File: src/rtl/lfc_pkg.sv
package lfc_pkg;

  typedef enum logic [1:0] {
    CAP_SEL_IDLE  = 2'b00,
    CAP_SEL_FAULT = 2'b01,
    CAP_SEL_RSV2  = 2'b10,
    CAP_SEL_RSV3  = 2'b11
  } cap_sel_e;

  function automatic int unsigned max4(input int unsigned a, input int unsigned b,
                                       input int unsigned c, input int unsigned d);
    int unsigned m;
    m = a;
    if (b > m) m = b;
    if (c > m) m = c;
    if (d > m) m = d;
    return m;
  endfunction

endpackage

File: src/rtl/lfc_chan_blank.sv
module lfc_chan_blank #(
  parameter int unsigned BLANK_CYC = 4,
  localparam int unsigned BW = $clog2(BLANK_CYC + 1)
) (
  input  logic clk,
  input  logic rst,
  input  logic out_on,
  output logic masked
);
  logic          on_q;
  logic [BW-1:0] cnt;
  logic          turn_on;

  assign turn_on = out_on & ~on_q;
  assign masked  = turn_on | (cnt != '0);

  always_ff @(posedge clk) begin
    if (rst) begin
      on_q <= 1'b0;
      cnt  <= '0;
    end else begin
      on_q <= out_on;
      if (turn_on)
        cnt <= BW'(BLANK_CYC);
      else if (cnt != '0)
        cnt <= cnt - 1'b1;
    end
  end
endmodule

File: src/rtl/lfc_trigger.sv
module lfc_trigger
  import lfc_pkg::*;
#(
  parameter int unsigned DET_T0 = 8,
  parameter int unsigned DET_T1 = 16,
  parameter int unsigned DET_T2 = 32,
  parameter int unsigned DET_T3 = 64,
  localparam int unsigned TMAX = max4(DET_T0, DET_T1, DET_T2, DET_T3),
  localparam int unsigned TW   = $clog2(TMAX + 1)
) (
  input  logic       clk,
  input  logic       rst,
  input  logic       blank_in,
  input  logic [1:0] cap_sel,
  input  logic       det_mode_en,
  input  logic [1:0] det_time_sel,
  output logic       cap_now
);
  logic          blank_q;
  logic          det_q;
  logic          run;
  logic [TW-1:0] cnt;
  logic [TW-1:0] sel_time;
  logic          norm_fire;
  logic          det_fire;

  always_comb begin
    unique case (det_time_sel)
      2'b00:   sel_time = TW'(DET_T0);
      2'b01:   sel_time = TW'(DET_T1);
      2'b10:   sel_time = TW'(DET_T2);
      default: sel_time = TW'(DET_T3);
    endcase
  end

  assign norm_fire = ~det_mode_en & blank_in & ~blank_q &
                     (cap_sel == 2'(CAP_SEL_FAULT));
  assign det_fire  = det_mode_en & det_q & run & (cnt == '0);
  assign cap_now   = norm_fire | det_fire;

  always_ff @(posedge clk) begin
    if (rst) begin
      blank_q <= 1'b0;
      det_q   <= 1'b0;
      run     <= 1'b0;
      cnt     <= '0;
    end else begin
      blank_q <= blank_in;
      det_q   <= det_mode_en;
      if (!det_mode_en) begin
        run <= 1'b0;
      end else if (!det_q) begin
        run <= 1'b1;
        cnt <= sel_time - TW'(1);
      end else if (run) begin
        if (cnt == '0) run <= 1'b0;
        else           cnt <= cnt - 1'b1;
      end
    end
  end
endmodule

File: src/rtl/lfc_holder.sv
module lfc_holder #(
  parameter int unsigned NCH = 16
) (
  input  logic           clk,
  input  logic           rst,
  input  logic           cap_now,
  input  logic [NCH-1:0] qual,
  output logic [NCH-1:0] fault_word,
  output logic           cap_done
);
  always_ff @(posedge clk) begin
    if (rst) begin
      fault_word <= '0;
      cap_done   <= 1'b0;
    end else begin
      cap_done <= cap_now;
      if (cap_now) fault_word <= qual;
    end
  end
endmodule

File: src/rtl/led_fault_capture.sv
module led_fault_capture #(
  parameter int unsigned NCH       = 16,
  parameter int unsigned BLANK_CYC = 4,
  parameter int unsigned DET_T0    = 8,
  parameter int unsigned DET_T1    = 16,
  parameter int unsigned DET_T2    = 32,
  parameter int unsigned DET_T3    = 64
) (
  input  logic           clk,
  input  logic           rst,
  input  logic [NCH-1:0] cmp_low,
  input  logic [NCH-1:0] out_en,
  input  logic [NCH-1:0] out_on,
  input  logic           blank_in,
  input  logic [1:0]     cap_sel,
  input  logic           det_mode_en,
  input  logic [1:0]     det_time_sel,
  input  logic           waking,
  output logic [NCH-1:0] fault_word,
  output logic           cap_done
);
  logic [NCH-1:0] settle_mask;
  logic [NCH-1:0] qual;
  logic           cap_now;

  for (genvar i = 0; i < NCH; i++) begin : g_chan
    lfc_chan_blank #(.BLANK_CYC(BLANK_CYC)) u_blank (
      .clk    (clk),
      .rst    (rst),
      .out_on (out_on[i]),
      .masked (settle_mask[i])
    );
    assign qual[i] = cmp_low[i] & (out_en[i] | det_mode_en) &
                     ~settle_mask[i] & ~waking;
  end

  lfc_trigger #(
    .DET_T0(DET_T0), .DET_T1(DET_T1), .DET_T2(DET_T2), .DET_T3(DET_T3)
  ) u_trig (
    .clk          (clk),
    .rst          (rst),
    .blank_in     (blank_in),
    .cap_sel      (cap_sel),
    .det_mode_en  (det_mode_en),
    .det_time_sel (det_time_sel),
    .cap_now      (cap_now)
  );

  lfc_holder #(.NCH(NCH)) u_hold (
    .clk        (clk),
    .rst        (rst),
    .cap_now    (cap_now),
    .qual       (qual),
    .fault_word (fault_word),
    .cap_done   (cap_done)
  );
endmodule

File: config.mk
export PLATFORM = sky130hd
export DESIGN_NAME = led_fault_capture
export DESIGN_NICKNAME = d
export VERILOG_FILES = /design/src/rtl/lfc_pkg.sv /design/src/rtl/lfc_chan_blank.sv /design/src/rtl/lfc_trigger.sv /design/src/rtl/lfc_holder.sv /design/src/rtl/led_fault_capture.sv
export SDC_FILE = /design/constraint.sdc
export NUM_CORES = 1
export LEC_CHECK = 0
export CAP_MARGIN = 40
export CORE_UTILIZATION = 55
export CTS_CLUSTER_SIZE = 25
export DETAILED_ROUTE_END_ITERATION = 10
export DONT_BUFFER_PORTS = 1
export HOLD_SLACK_MARGIN = 0.06
export PLACE_DENSITY = 0.8
export SYNTH_ARGS = -nofsm -noshare
export SYNTH_HDL_FRONTEND = slang
export SYNTH_SLANG_ARGS = --single-unit
File: constraint.sdc
create_clock -name clk -period 1.7 [get_ports clk]
set_input_delay 0.17 -clock clk [delete_from_list [all_inputs] [get_ports clk]]
set_output_delay 0.17 -clock clk [all_outputs]
set_load 0.005 [all_outputs]
== Word-level counts from Yosys, hierarchy flattened ==
Cells that the tools add are included.

* Muxes and demuxes: 39
* Reduce and logical (&&, ||, !) cells: 52
* Eq/ne operators: 5
* Bitwise operators: 138
* Add/sub/neg operators: 18

{| class="wikitable"
|+ Operator list
! cell !! count
|-
| $mux 3 || 32
|-
| $and 1x1->1 || 70
|-
| $reduce_bool 3->1 || 16
|-
| $sub 3x1->3 const B || 16
|-
| $not 1->1 || 35
|-
| $reduce_or 2->1 || 17
|-
| $or 1x1->1 || 33
|-
| $reduce_bool 2->1 || 16
|-
| $mux 7 || 3
|-
| $pmux 7 s3 || 1
|-
| $sub 7x1->7 const B || 2
|-
| $logic_not 7->1 || 1
|-
| $eq 2x1->1 const B || 2
|-
| $ne 2x2->1 const B || 2
|-
| $mux 1 || 3
|-
| $reduce_and 3->1 || 1
|-
| $eq 2x2->1 const B || 1
|-
| $logic_not 2->1 || 1
|}

* Input bits: 57
* Register bits: 91
* Output and inout port bits: 17
* Word-level logic and storage cells: 306

== Depth between registers and ports, before layout ==
* Depth in word-level cells: 6
* Gate-level depth with buffers: 7
* Mapped depth without buffers: 7

== Hierarchy ==
A second synthesis with hierarchy kept.

* Cell total of the unflattened synthesis: 496
* Area, all modules: 4792.1 um^2

{| class="wikitable"
|+ By module, submodules not included
! module !! sequential area each (um^2) !! area each (um^2) !! instances !! cells an instance
|-
| lfc_chan_blank || 80.1 || 205.2 || 16 || 21
|-
| lfc_holder || 340.3 || 608.1 || 1 || 54
|-
| lfc_trigger || 200.2 || 588.1 || 1 || 70
|-
| led_fault_capture || 0.0 || 312.8 || 1 || 36
|}

== Worst setup path after synthesis ==
Ideal clock, no wire load.

* Path kind: reg2reg
* Start: register u_trig.cnt[2]
* End: register u_hold.fault_word[0]
* Buffers on the path: 1
* Data arrival time: 1.597 ns
* Required time: 1.583 ns
* Setup slack: -0.014 ns
* Setup time: 0.117 ns
* Stages on the path, launching flop included: 6
* Clock period less this slack: 1.714 ns
* Path through: dfxtp_1 -> or4_4 -> nor3b_4 -> nor3_1 -> buf_2 -> o2bb2ai_1

* Longest elaborated chain between the ends: 3

{| class="wikitable"
|+ Ends and longest elaborated chain
! item !! RTL line !! RTL
|-
| start: declaration || lfc_trigger.sv:22 || <nowiki>logic [TW-1:0] cnt;</nowiki>
|-
| start signal: assignment || lfc_trigger.sv:54 || <nowiki>cnt <= sel_time - TW'(1);</nowiki>
|-
| start signal: assignment || lfc_trigger.sv:57 || <nowiki>else cnt <= cnt - 1'b1;</nowiki>
|-
| $logic_not 7->1 || lfc_trigger.sv:38 || <nowiki>assign det_fire = det_mode_en & det_q & run & (cnt == '0);</nowiki>
|-
| $and 1x1->1 || lfc_trigger.sv:38 ||
|-
| $or 1x1->1 || lfc_trigger.sv:39 || <nowiki>assign cap_now = norm_fire | det_fire;</nowiki>
|-
| end signal: assignment || lfc_holder.sv:17 || <nowiki>if (cap_now) fault_word <= qual;</nowiki>
|-
| end: declaration || lfc_holder.sv:8 || <nowiki>output logic [NCH-1:0] fault_word,</nowiki>
|}

No other way between the ends.
A chain may end at the register's enable or synchronous reset.

== Worst setup path in the final report ==
* Start: register u_trig.cnt[3]
* End: register u_hold.fault_word[6]

Same word-level chain as after synthesis.

==> qor.yml <==
die:
  die_x_um: 91.8
  coreArea_mm2: 0.00777
  start_util: 0.571
  die-area_mm2: 0.00843
  io_pins: 74
  rows: 32
  die_y_um: 91.8
detailed_routing:
  topRoutingLayerUsed: "met4"
  wl_met1_um: 3830
  post_drt_wl_per_cell_um: 14.3
  routed-wl-met2_um: 4600
  ant_nets: 0
  wl_met3_um: 573
  drc_errors: 0
  first_pass_iters: 5
  vias_per_cell: 5.32
  vias: 3443
  first_iter_violations: 103
  drt-total-wl_um: 9280
synthesis:
  synth_area_mm2: 0.00444
  syn-num-nets: 607
  synthFlopType: "dfxtp_1"
  synthArstFlopShare: 0
  synthCells: 501
  synth_cell_types: 39
  avgSynthCellArea_um2: 8.85
  ys_seq_elements: 91
  ys_seq_area_frac: 0.411
  synth_warnings: 0
  synth_edf_count: 0
sta:
  hold_viol: 0
  period_needed_ns: 1.71
  setup_violations: 1
  worstMarginPinSlew_ns: 0.586
  max_freq_ghz: 0.585
  maxSlewViolCount: 0
  grt_setup_unrepaired: "yes"
  max-slew-margin-rel: 0.608
  fin_crit_sh: 1.01
  setup_slack_ns: -0.00872
  clock_skew_ns: 0.00646
critical_path:
  cp.required_ns: 1.99
  end_kind: "flop"
  r2r_cells: 5
  crit_fanout: 7
  ff2ff_setup_slack_ns: -0.009
  cpPeakStageDelay_ns: 0.57
  worst_r2r_endpoint: "u_hold.fault_word[6]"
  crit_chain: "or4_4 -> nor3b_4 -> o21bai_4 -> clkbuf_16 -> o2bb2ai_1"
  cp.arrival_ns: 2.00
  r2r-start: "u_trig.cnt[3]"
  cp-startpoint: "u_trig.cnt[3]"
  path_class: "flop to flop"
  slowest_stage: "or4_4"
  worst_setup_path_start_kind: "flop"
clocking:
  cts.sinks: 91
  cts_tree: "built"
  h-tree-depth: 3
  cts_root_buffer: "clkbuf_8"
  clk_path_buf_depth: 2
  cts_buffers: 9
  clk_latency_ns: 0.36
  clk_pin_slew_worst_paths_ns: 0.09
layout:
  nets: 646
  drive_gt1_frac: 0.0862
  final_common_cell: "dfxtp_1"
  num_antenna_cells: 0
  final_core_util: 0.667
  area_growth_pct: 16.7
  final_area_mm2: 0.00518
  layout_common_cells: "dfxtp_1, nor2_1, inv_1"
place:
  port-buffer-count: 0
  gp_routability_congestion: 0.833
  dp_hpwl_um: 6410
  dpl-instance-area_mm2: 0.00461
global_routing:
  grt_overflow: 0
  grt_pass1_vias: 3398
  grt_start_max_net_pins: 64
  antenna_found_initial: 0
  grt_pass1_wl_um: 15100
  grt_usage: 0.229
power_and_ir_drop:
  cellPowerDensity_mw_per_mm2: 1020
  power.total_mw: 5.28
  power.leakage_nw: 2.30
  ir_worst_vdd_uv: 668
min_path:
  whs_endpoint: "u_hold.fault_word[9]"
  worstHoldPathType: "primary input to flop"
  worst_hold_path.num_cells: 3
  hp-start: "cmp_low[9]"
run_status:
  violations: "setup timing"
  status: "complete, but fails checks"
job:
  cap_violations: 0
==> metrics by stage <==
step                instances  hold WS [ns]  TNS [ns]  setup slack, ns
global placement          601         0.245         0            0.106
detailed placement        601         0.248   -0.0120          -0.0120
global route              647        0.0765    -0.134          -0.0317
floorplan                 501         0.298         0           0.0115
CTS                       642        0.0600         0          0.00209
finish                    647        0.0737  -0.00872         -0.00872
==> kinds of logic (layout without fill, tap and decap cells) <==
group / after synthesis / count (layout) / share of synthesized area
AOI/OAI and AO/OA: 73 / 73 / 0.113
xor gates and xnor gates: 16 / 16 / 0.0316
adders and majority gates: 49 / 49 / 0.138
buffers and inverters: 78 / 122 / 0.0666
DFF: 91 / 91 / 0.411
muxes: 15 / 15 / 0.0338
and+or+nand+nor: 179 / 179 / 0.206
==> how the worst max path moves through the flow <==
stage               depth (start not counted)  slack, ns                    to
floorplan                                   5       0.01  u_hold.fault_word[0]
global placement                            5       0.11  u_hold.fault_word[9]
detailed placement                          4      -0.01         u_trig.cnt[6]
CTS                                         5      0.002  u_hold.fault_word[9]
global route                                5      -0.03  u_hold.fault_word[6]
finish                                      5     -0.009  u_hold.fault_word[6]
==> cell type report <==
cell class                 count  area [um^2]
sequential                    91         1830
clock buffer                  10          138
multi-input combinational    332         2370
timing repair buffer          41          427
tap                          102          128
clock inverter                 6         41.3
fill                         623         2590
inverter                      65          244
==> where the power goes <==
part           internal, mW  switching, mW  leakage, nW
clock network         0.568          0.766       0.0843
registers              2.36          0.138        0.750
logic                 0.676          0.777         1.46
==> synth_stat cells (14+ instances only) <==
library cell / count / area share
o2bb2ai_1: 14 / 0.028
a21oi_1: 33 / 0.037
dfxtp_1: 91 / 0.41
inv_1: 65 / 0.055
nor2b_1: 23 / 0.032
or3_1: 14 / 0.020
mux2i_1: 15 / 0.034
nand2b_1: 32 / 0.045
nand2_1: 20 / 0.017
ha_1: 49 / 0.14
nor2_1: 72 / 0.061
xor2_1: 16 / 0.032
==> critical path: cells and delay by family, from the launching register on <==
kind | cells | cell delay, ns
buffers and inverters | 1 | 0.18
AO/OA/AOI/OAI | 2 | 0.27
AND/OR/NAND/NOR | 2 | 0.87
flip-flops | 1 | 0.33
==> state kept, by name, summed over array words and instances, names as in the netlist <==
register	count
g_chan.u_blank.cnt	48
g_chan.u_blank.on_q	16
u_hold.cap_done	1
u_hold.fault_word	16
u_trig.blank_q	1
u_trig.cnt	7
u_trig.det_q	1
u_trig.run	1
==> timing repair <==
| action | in CTS | in global routing |
|---|---|---|
| gates cloned | 0 | 1 |
| endpoints found under the setup margin | 1 | 18 |
| pin swaps | 0 | 3 |
| endpoints found under the hold margin | 79 | 14 |
| gates resized for setup | 1 | 11 |
| setup buffers | 0 | 2 |
| hold buffers | 25 | 2 |
==> metal layers <==
metal | GRT usage | vias up
li1 | - | 1717
met1 | 0.264 | 1611
met2 | 0.402 | 88
met3 | 0.0481 | 27
met4 | 0.115 | 0
met5 | 0 | -
Note: power is estimated with default switching activity, not from simulation.
